### src/rtl/tbk_pkg.sv
package tbk_pkg;
  typedef enum logic [1:0] {PH_IDLE, PH_TRAIN, PH_DEC, PH_EMIT} unit_ph_e;
  typedef enum logic [1:0] {DP_IDLE, DP_REV, DP_FWD} dir_ph_e;
endpackage

### src/rtl/tbk_surv_mem.sv
module tbk_surv_mem #(
  parameter int NS    = 4,
  parameter int DEPTH = 128,
  parameter int NRD   = 4,
  localparam int AW   = $clog2(DEPTH)
) (
  input  logic                     clk_i,
  input  logic [AW-1:0]            waddr_i,
  input  logic [NS-1:0]            wcol_i,
  input  logic [NRD-1:0][AW-1:0]   raddr_i,
  output logic [NRD-1:0][NS-1:0]   rcol_o
);
  logic [NS-1:0] mem_q [DEPTH];

  always_ff @(posedge clk_i) mem_q[waddr_i] <= wcol_i;

  for (genvar r = 0; r < NRD; r++) begin : g_rd
    assign rcol_o[r] = mem_q[raddr_i[r]];
  end
endmodule

### src/rtl/tbk_unit.sv
module tbk_unit
  import tbk_pkg::*;
#(
  parameter int TB = 32,
  parameter int SW = 2,
  parameter int AW = 7,
  localparam int NS  = 1 << SW,
  localparam int TBW = $clog2(TB)
) (
  input  logic          clk_i,
  input  logic          rst_ni,
  input  logic          start_i,
  input  logic [SW-1:0] start_state_i,
  input  logic [AW-1:0] start_addr_i,
  output logic [AW-1:0] rd_addr_o,
  input  logic [NS-1:0] rd_col_i,
  output logic          out_bit_o,
  output logic          out_vld_o
);
  unit_ph_e       ph_q;
  logic [SW-1:0]  st_q;
  logic [AW-1:0]  addr_q;
  logic [TBW-1:0] cnt_q;
  logic [TB-1:0]  lifo_q;
  logic [SW-1:0]  st_prev;
  logic           last;

  assign rd_addr_o = addr_q;
  assign st_prev   = {rd_col_i[st_q], st_q[SW-1:1]};
  assign last      = (cnt_q == TBW'(TB - 1));

  always_ff @(posedge clk_i or negedge rst_ni) begin
    if (!rst_ni) begin
      ph_q      <= PH_IDLE;
      st_q      <= '0;
      addr_q    <= '0;
      cnt_q     <= '0;
      lifo_q    <= '0;
      out_bit_o <= 1'b0;
      out_vld_o <= 1'b0;
    end else begin
      out_bit_o <= 1'b0;
      out_vld_o <= 1'b0;
      unique case (ph_q)
        PH_TRAIN: begin
          st_q   <= st_prev;
          addr_q <= addr_q - AW'(1);
          cnt_q  <= cnt_q + TBW'(1);
          if (last) ph_q <= PH_DEC;
        end
        PH_DEC: begin
          lifo_q[TBW'(TB - 1) - cnt_q] <= st_q[0];
          st_q   <= st_prev;
          addr_q <= addr_q - AW'(1);
          cnt_q  <= cnt_q + TBW'(1);
          if (last) ph_q <= PH_EMIT;
        end
        PH_EMIT: begin
          out_bit_o <= lifo_q[cnt_q];
          out_vld_o <= 1'b1;
          cnt_q     <= cnt_q + TBW'(1);
          if (last) ph_q <= PH_IDLE;
        end
        default: ;
      endcase
      // a new start may overlap the final emit cycle
      if (start_i) begin
        ph_q   <= PH_TRAIN;
        st_q   <= start_state_i;
        addr_q <= start_addr_i;
        cnt_q  <= '0;
      end
    end
  end

  a_r2_unit_free: assert property (@(posedge clk_i) disable iff (!rst_ni)
    start_i |-> (ph_q == PH_IDLE) || (ph_q == PH_EMIT && last));
endmodule

### src/rtl/tbk_direct.sv
module tbk_direct
  import tbk_pkg::*;
#(
  parameter int TB = 32,
  parameter int SW = 2,
  parameter int AW = 7,
  localparam int NS  = 1 << SW,
  localparam int TBW = $clog2(TB),
  localparam int LW  = $clog2(TB + 1)
) (
  input  logic          clk_i,
  input  logic          rst_ni,
  input  logic          start_i,
  input  logic [SW-1:0] start_state_i,
  input  logic [AW-1:0] start_addr_i,
  input  logic [LW-1:0] len_i,
  output logic [AW-1:0] rd_addr_o,
  input  logic [NS-1:0] rd_col_i,
  output logic          rev_o,
  output logic          rev_vld_o,
  output logic          dir_o,
  output logic          dir_vld_o
);
  dir_ph_e        ph_q;
  logic [SW-1:0]  st_q;
  logic [AW-1:0]  addr_q;
  logic [TBW-1:0] cnt_q;
  logic [LW-1:0]  len_q;
  logic [TB-1:0]  lifo_q;
  logic           last;

  assign rd_addr_o = addr_q;
  assign last      = (LW'(cnt_q) == len_q - LW'(1));

  always_ff @(posedge clk_i or negedge rst_ni) begin
    if (!rst_ni) begin
      ph_q      <= DP_IDLE;
      st_q      <= '0;
      addr_q    <= '0;
      cnt_q     <= '0;
      len_q     <= '0;
      lifo_q    <= '0;
      rev_o     <= 1'b0;
      rev_vld_o <= 1'b0;
      dir_o     <= 1'b0;
      dir_vld_o <= 1'b0;
    end else begin
      rev_o     <= 1'b0;
      rev_vld_o <= 1'b0;
      dir_o     <= 1'b0;
      dir_vld_o <= 1'b0;
      unique case (ph_q)
        DP_IDLE: if (start_i) begin
          ph_q   <= DP_REV;
          st_q   <= start_state_i;
          addr_q <= start_addr_i;
          len_q  <= len_i;
          cnt_q  <= '0;
        end
        DP_REV: begin
          rev_o         <= st_q[0];
          rev_vld_o     <= 1'b1;
          lifo_q[cnt_q] <= st_q[0];
          st_q          <= {rd_col_i[st_q], st_q[SW-1:1]};
          addr_q        <= addr_q - AW'(1);
          cnt_q         <= last ? '0 : cnt_q + TBW'(1);
          if (last) ph_q <= DP_FWD;
        end
        DP_FWD: begin
          dir_o     <= lifo_q[TBW'(len_q - LW'(1) - LW'(cnt_q))];
          dir_vld_o <= 1'b1;
          cnt_q     <= cnt_q + TBW'(1);
          if (last) ph_q <= DP_IDLE;
        end
        default: ;
      endcase
    end
  end

  a_r6_start_when_idle: assert property (@(posedge clk_i) disable iff (!rst_ni)
    start_i |-> ph_q == DP_IDLE);
  a_r9_no_overlap: assert property (@(posedge clk_i) disable iff (!rst_ni)
    !(rev_vld_o && dir_vld_o));
  a_r9_dir_after_rev: assert property (@(posedge clk_i) disable iff (!rst_ni)
    $rose(dir_vld_o) |-> $past(rev_vld_o));
endmodule

### src/rtl/tbk_delay.sv
module tbk_delay #(
  parameter int W   = 4,
  parameter int LAT = 128
) (
  input  logic         clk_i,
  input  logic         rst_ni,
  input  logic [W-1:0] d_i,
  output logic [W-1:0] q_o
);
  logic [W-1:0] pipe_q [LAT+1];

  always_ff @(posedge clk_i or negedge rst_ni) begin
    if (!rst_ni) begin
      for (int k = 0; k <= LAT; k++) pipe_q[k] <= '0;
    end else begin
      pipe_q[0] <= d_i;
      for (int k = 1; k <= LAT; k++) pipe_q[k] <= pipe_q[k-1];
    end
  end

  assign q_o = pipe_q[LAT];
endmodule

### src/rtl/sw_traceback.sv
module sw_traceback #(
  parameter int TB   = 32,
  parameter int SW   = 2,
  parameter int TAGW = 4,
  localparam int NS    = 1 << SW,
  localparam int NWIN  = 4,
  localparam int DEPTH = NWIN * TB,
  localparam int AW    = $clog2(DEPTH),
  localparam int TBW   = $clog2(TB),
  localparam int LW    = $clog2(TB + 1),
  localparam int NU    = 3,
  localparam int LAT   = 4 * TB
) (
  input  logic            clk_i,
  input  logic            rst_ni,
  input  logic [NS-1:0]   dec_i,
  input  logic [SW-1:0]   best_state_i,
  input  logic [TAGW-1:0] tag_i,
  input  logic            final_i,
  input  logic [SW-1:0]   tb_state_i,
  input  logic            sel_best_i,
  output logic            data_o,
  output logic            data_vld_o,
  output logic [TAGW-1:0] tag_o,
  output logic            blk_o,
  output logic            rev_o,
  output logic            rev_vld_o,
  output logic            dir_o,
  output logic            dir_vld_o
);
  logic [AW-1:0]          wp_q;
  logic                   primed_q;
  logic [1:0]             bsel_q;
  logic                   win_end, tb_start;
  logic [NU:0][AW-1:0]    raddr;
  logic [NU:0][NS-1:0]    rcol;
  logic [NU-1:0]          u_bit, u_vld;
  logic                   final_q;
  logic [SW-1:0]          dst_q;
  logic [AW-1:0]          dlast_q;
  logic [LW-1:0]          dlen_q;
  logic                   pres;

  assign win_end  = &wp_q[TBW-1:0];
  assign tb_start = win_end && primed_q;

  always_ff @(posedge clk_i or negedge rst_ni) begin
    if (!rst_ni) begin
      wp_q     <= '0;
      primed_q <= 1'b0;
      bsel_q   <= '0;
    end else begin
      wp_q <= wp_q + AW'(1);
      if (win_end) primed_q <= 1'b1;
      if (tb_start) bsel_q <= (bsel_q == 2'(NU - 1)) ? '0 : bsel_q + 2'd1;
    end
  end

  tbk_surv_mem #(.NS(NS), .DEPTH(DEPTH), .NRD(NU + 1)) u_mem (
    .clk_i, .waddr_i(wp_q), .wcol_i(dec_i), .raddr_i(raddr), .rcol_o(rcol)
  );

  for (genvar u = 0; u < NU; u++) begin : g_unit
    tbk_unit #(.TB(TB), .SW(SW), .AW(AW)) u_tb (
      .clk_i, .rst_ni,
      .start_i      (tb_start && bsel_q == 2'(u)),
      .start_state_i(best_state_i),
      .start_addr_i (wp_q),
      .rd_addr_o    (raddr[u]),
      .rd_col_i     (rcol[u]),
      .out_bit_o    (u_bit[u]),
      .out_vld_o    (u_vld[u])
    );
  end

  assign data_o     = |u_bit;
  assign data_vld_o = |u_vld;

  // final-block capture: last high cycle wins
  always_ff @(posedge clk_i or negedge rst_ni) begin
    if (!rst_ni) begin
      final_q <= 1'b0;
      dst_q   <= '0;
      dlast_q <= '0;
      dlen_q  <= '0;
    end else begin
      final_q <= final_i;
      if (final_i) begin
        dst_q   <= sel_best_i ? best_state_i : tb_state_i;
        dlast_q <= wp_q;
        dlen_q  <= !final_q ? LW'(1) :
                   (dlen_q == LW'(TB)) ? dlen_q : dlen_q + LW'(1);
      end
    end
  end

  tbk_direct #(.TB(TB), .SW(SW), .AW(AW)) u_dir (
    .clk_i, .rst_ni,
    .start_i      (final_q && !final_i),
    .start_state_i(dst_q),
    .start_addr_i (dlast_q),
    .len_i        (dlen_q),
    .rd_addr_o    (raddr[NU]),
    .rd_col_i     (rcol[NU]),
    .rev_o, .rev_vld_o, .dir_o, .dir_vld_o
  );

  tbk_delay #(.W(TAGW + 2), .LAT(LAT)) u_dly (
    .clk_i, .rst_ni,
    .d_i({final_i, 1'b1, tag_i}),
    .q_o({blk_o, pres, tag_o})
  );

  a_r3_one_emitter: assert property (@(posedge clk_i) disable iff (!rst_ni)
    $onehot0(u_vld));
  a_r3_r4_aligned: assert property (@(posedge clk_i) disable iff (!rst_ni)
    data_vld_o == pres);
  a_r6_len_bounded: assert property (@(posedge clk_i) disable iff (!rst_ni)
    dlen_q <= LW'(TB));
endmodule

### config.mk
export PLATFORM = sky130hd
export DESIGN_NAME = sw_traceback
export DESIGN_NICKNAME = d
export VERILOG_FILES = /design/src/rtl/tbk_pkg.sv /design/src/rtl/tbk_surv_mem.sv /design/src/rtl/tbk_unit.sv /design/src/rtl/tbk_direct.sv /design/src/rtl/tbk_delay.sv /design/src/rtl/sw_traceback.sv
export SDC_FILE = /design/constraint.sdc
export NUM_CORES = 2
export LEC_CHECK = 0
export BUFFER_PORTS_ARGS = -buffer_cell sky130_fd_sc_hd__buf_2
export CAP_MARGIN = 20
export CELL_PAD_IN_SITES_DETAIL_PLACEMENT = 1
export CELL_PAD_IN_SITES_GLOBAL_PLACEMENT = 2
export CORE_ASPECT_RATIO = 1.1
export CORE_MARGIN = 1
export CORE_UTILIZATION = 48
export CTS_CLUSTER_DIAMETER = 150
export DETAILED_ROUTE_END_ITERATION = 12
export PLACE_DENSITY = 0.8
export REMOVE_ABC_BUFFERS = 1
export SLEW_MARGIN = 40
export SYNTH_ARGS = -nofsm -noshare
export SYNTH_HDL_FRONTEND = slang
export SYNTH_SLANG_ARGS = --single-unit
### constraint.sdc
create_clock -name clk_i -period 3.4 [get_ports clk_i]
set_input_delay 0.34 -clock clk_i [delete_from_list [all_inputs] [get_ports clk_i]]
set_output_delay 0.34 -clock clk_i [all_outputs]
set_load 0.01 [all_outputs]
==> impl_metrics.env <==
export IMPL_hpwl_mm=142
export IMPL_grt_pass1_wl_mm=306
export IMPL_timing_hold_violations_final=0
export IMPL_placed_cells=5565
export IMPL_via_per_inst=6.73
export IMPL_drive_above_1_share_pct=30.4
export IMPL_path_cells="buf_12, nor2b_1, buf_4, a221oi_1, o21ai_0, a21boi_0, a2111oi_0, buf_4, nor3_1, nor4_1, o31ai_1"
export IMPL_layout_common_cells="862 x dfrtp_1, 512 x edfxtp_1, 499 x mux4_2"
export IMPL_wl_per_cell_um=35.9
export IMPL_clk_latency_ns=0.81
export IMPL_rsz0062_at_grt="false"
export IMPL_clock_sinks=1390
export IMPL_grt_max_degree=106
export IMPL_clock_power_share_pct=48.0
export IMPL_intPower_uw=27200
export IMPL_avgSynthCellArea_um2=16.0
export IMPL_power_switching_uw=7530
export IMPL_synth_area_leaders="dfrtp_1 36%, edfxtp_1 25%, mux4_2 18%"
export IMPL_place_gp_congestion=1.04
export IMPL_fin_tns_setup_ns=-0.0816
export IMPL_die_w_um=343
export IMPL_area_growth_pct=14.5
export IMPL_hp_class="primary input to flop"
export IMPL_worst_pin_slew_ns=0.970
export IMPL_async_flop_share_pct=63.2
export IMPL_ir_worst_vdd_mv=0.499
export IMPL_fillers=11700
export IMPL_wl_mm=210
export IMPL_crit_path_max_fanout=15
export IMPL_crit_type="flop to flop"
export IMPL_htreeDepth=4
export IMPL_synth_edf_count=512
export IMPL_cts_buffers=142
export IMPL_drc_errors=0
export IMPL_p_leak_uw=0.0272
export IMPL_required_ns=4.09
export IMPL_route_antenna_remaining_nets=0
export IMPL_start_util_pct=48.4
export IMPL_crit_arrival_ns=4.15
export IMPL_clk_path_buf_depth=3
export IMPL_grt_util_all_layers_pct=33.3
export IMPL_synth_top_area_cell="dfrtp_1"
export IMPL_die_area_um2=129000
export IMPL_violations="negative setup slack"
export IMPL_synth_cells=3844
export IMPL_maxSlewHeadroom_pct=35.3
export IMPL_detail_route_iter0_violations=5233
export IMPL_combPwrFrac_pct=1.3
export IMPL_diodes=0
export IMPL_die_h_um=377
export IMPL_grt_antenna_before_repair=6
export IMPL_yosys_warnings=0
export IMPL_core_area_um2=127000
export IMPL_drtPass1Iterations=5
export IMPL_grt_overflow_total=0
export IMPL_numPortBuffers=26
export IMPL_fin_skew_ns=0.0717
export IMPL_grt_pass1_vias=41400
export IMPL_crit_top_cell="buf_4"
export IMPL_setup_viol=2
export IMPL_setup_slack_ns=-0.0670
export IMPL_status="finished with violations"
export IMPL_clk_pin_slew_ns=0.07
export IMPL_postLayoutCoreUtil_pct=55.4
export IMPL_root_buffer="clkbuf_16"
export IMPL_netlist_area_um2=61400
export IMPL_seq_area_frac_synth_pct=60.8
export IMPL_fin_nets=4124
export IMPL_synth_seq_cells=1390
export IMPL_fin_crit_ns=3.47
export IMPL_power_density_nw_per_um2=494
export IMPL_final_common_cell="dfrtp_1"
export IMPL_post_route_period_util_pct=102
export IMPL_cp_end_kind="flop"
export IMPL_start_kind="flop"
export IMPL_critical_path_max_stage_delay_ns=0.65
export IMPL_synth_flop_cell="dfrtp_1"
export IMPL_timing_fmax_ghz=0.288
export IMPL_synth_distinct_cells=73
export IMPL_cts_tree="built"
export IMPL_slew_violations=0
export IMPL_yosys_area_top_type_share_pct=35.8
export IMPL_p_sw_share_pct=21.7
export IMPL_instances_no_fill=5843
export IMPL_power_frac_seq_pct=50.8
export IMPL_cpMaxStageDelayCell="a21boi_0"
export IMPL_cap_viol_max_count=0
export IMPL_power_uw=34700
export IMPL_num_rows=137
export IMPL_pin_count=27
export IMPL_vias=39300
==> what timing repair did <==
action                                  4_1_cts  5_1_grt
hold buffers                                 14        0
endpoints found under the setup margin        2        2
hold endpoints to repair                     98        0
setup buffers                                 0        0
pin swaps                                     0        1
gates resized for setup                       3        5
==> flip-flops by register name, indices dropped and copies added, names as in the netlist, 3 cells and up <==
register and cells:
u_dly.pipe_q 639, u_mem.mem_q 512, g_unit.u_tb.lifo_q 96, u_dir.lifo_q 32, g_unit.u_tb.rd_addr_o 21, g_unit.u_tb.cnt_q 15, dlast_q 7, u_dir.rd_addr_o 7
wp_q 7, dlen_q 6, g_unit.u_tb.ph_q 6, g_unit.u_tb.st_q 6, u_dir.len_q 6, u_dir.cnt_q 5, u_dly.q_o 5, g_unit.u_tb.out_bit_o 3
g_unit.u_tb.out_vld_o 3
==> cell families (layout without fill, tap and decap cells) <==
family,after synthesis,count (layout),synth area share (%)
multiplexers,858,858,24.6
adder cells (fa/ha/maj),53,53,1.09
AO/OA/AOI/OAI,395,395,4.36
AND/OR/NAND/NOR,778,778,5.88
flip-flops,1390,1390,60.8
buffers and inverters,329,660,2.62
XOR/XNOR,41,41,0.585
==> worst paths after layout <==
| path | from | end | slack (ns) | cells past startpoint |
|---|---|---|---|---|
| setup / recovery | u_dir.rd_addr_o[1] | u_dir.st_q[1] | -0.07 | 11 |
| hold / removal | dec_i[0] | u_mem.mem_q[66][0] | 0.12 | 1 |
| setup reg to reg | u_dir.rd_addr_o[1] | u_dir.st_q[1] | -0.07 | 11 |
| hold reg to reg | u_dly.pipe_q[157] | u_dly.pipe_q[151] | 0.34 | 0 |
| max in group asynchronous | rst_ni | u_dly.pipe_q[492] | 2.18 | 3 |
| min in group asynchronous | rst_ni | u_dly.pipe_q[127] | 0.14 | 2 |
==> per-stage QoR <==
stage                     instance area, µm²  hold WS [ns]  worst slack, ns
after floorplan                        60000        0.0444            -4.38
after global placement                 65000         0.332           -0.241
after detailed placement               65000         0.336           -0.179
after CTS                              70200        0.0868           0.0210
after global routing                   70300         0.120          0.00295
final                                  70300         0.116          -0.0670
==> cells in the mapped netlist (all sizes together) (52+ instances only) <==
cell type / instances
dfrtp: 878
edfxtp: 512
mux4: 503
nor2: 324
mux2i: 184
mux2: 171
nand2: 165
buf: 153
clkbuf: 109
o21ai: 78
nand3: 77
a21oi: 65
inv: 63
a22oi: 59
ha: 52
==> critical path, delay by kind of cell, from the launching register on <==
| kind | cells | cell delay, ns |
|---|---|---|
| compound gates | 5 | 1.52 |
| simple gates | 3 | 0.56 |
| flops | 1 | 0.60 |
| buf+inv | 3 | 0.61 |
==> power by group through the flow <==
stage	logic (µW)	registers [µW]	clock network, µW
finish	446	17600	16700
global route	508	17600	17600
CTS	460	17600	17000
detailed placement	442	18000	0
global placement	422	17900	0
floorplan	45.4	17900	0
==> metal layers <==
metal	global-route usage, %	vias to the layer above	routed length [µm]
met5	0	-	28
met2	51.4	2581	97700
met3	7.68	667	21100
met1	43.7	20800	77300
li1	-	15300	-
met4	18.8	4	13700
==> cell type report <==
class                           instances  area [µm²]  area share [%]
Multi-Input combinational cell       2125       22500            32.0
Timing Repair Buffer                  329        3010            4.28
Tap cell                             1668        2090            2.97
Inverter                               67         251           0.358
Clock inverter                         65         911            1.30
Clock buffer                          199        4130            5.87
Sequential cell                      1390       37400            53.2
No activity file was read; power rests on OpenSTA's default activity.
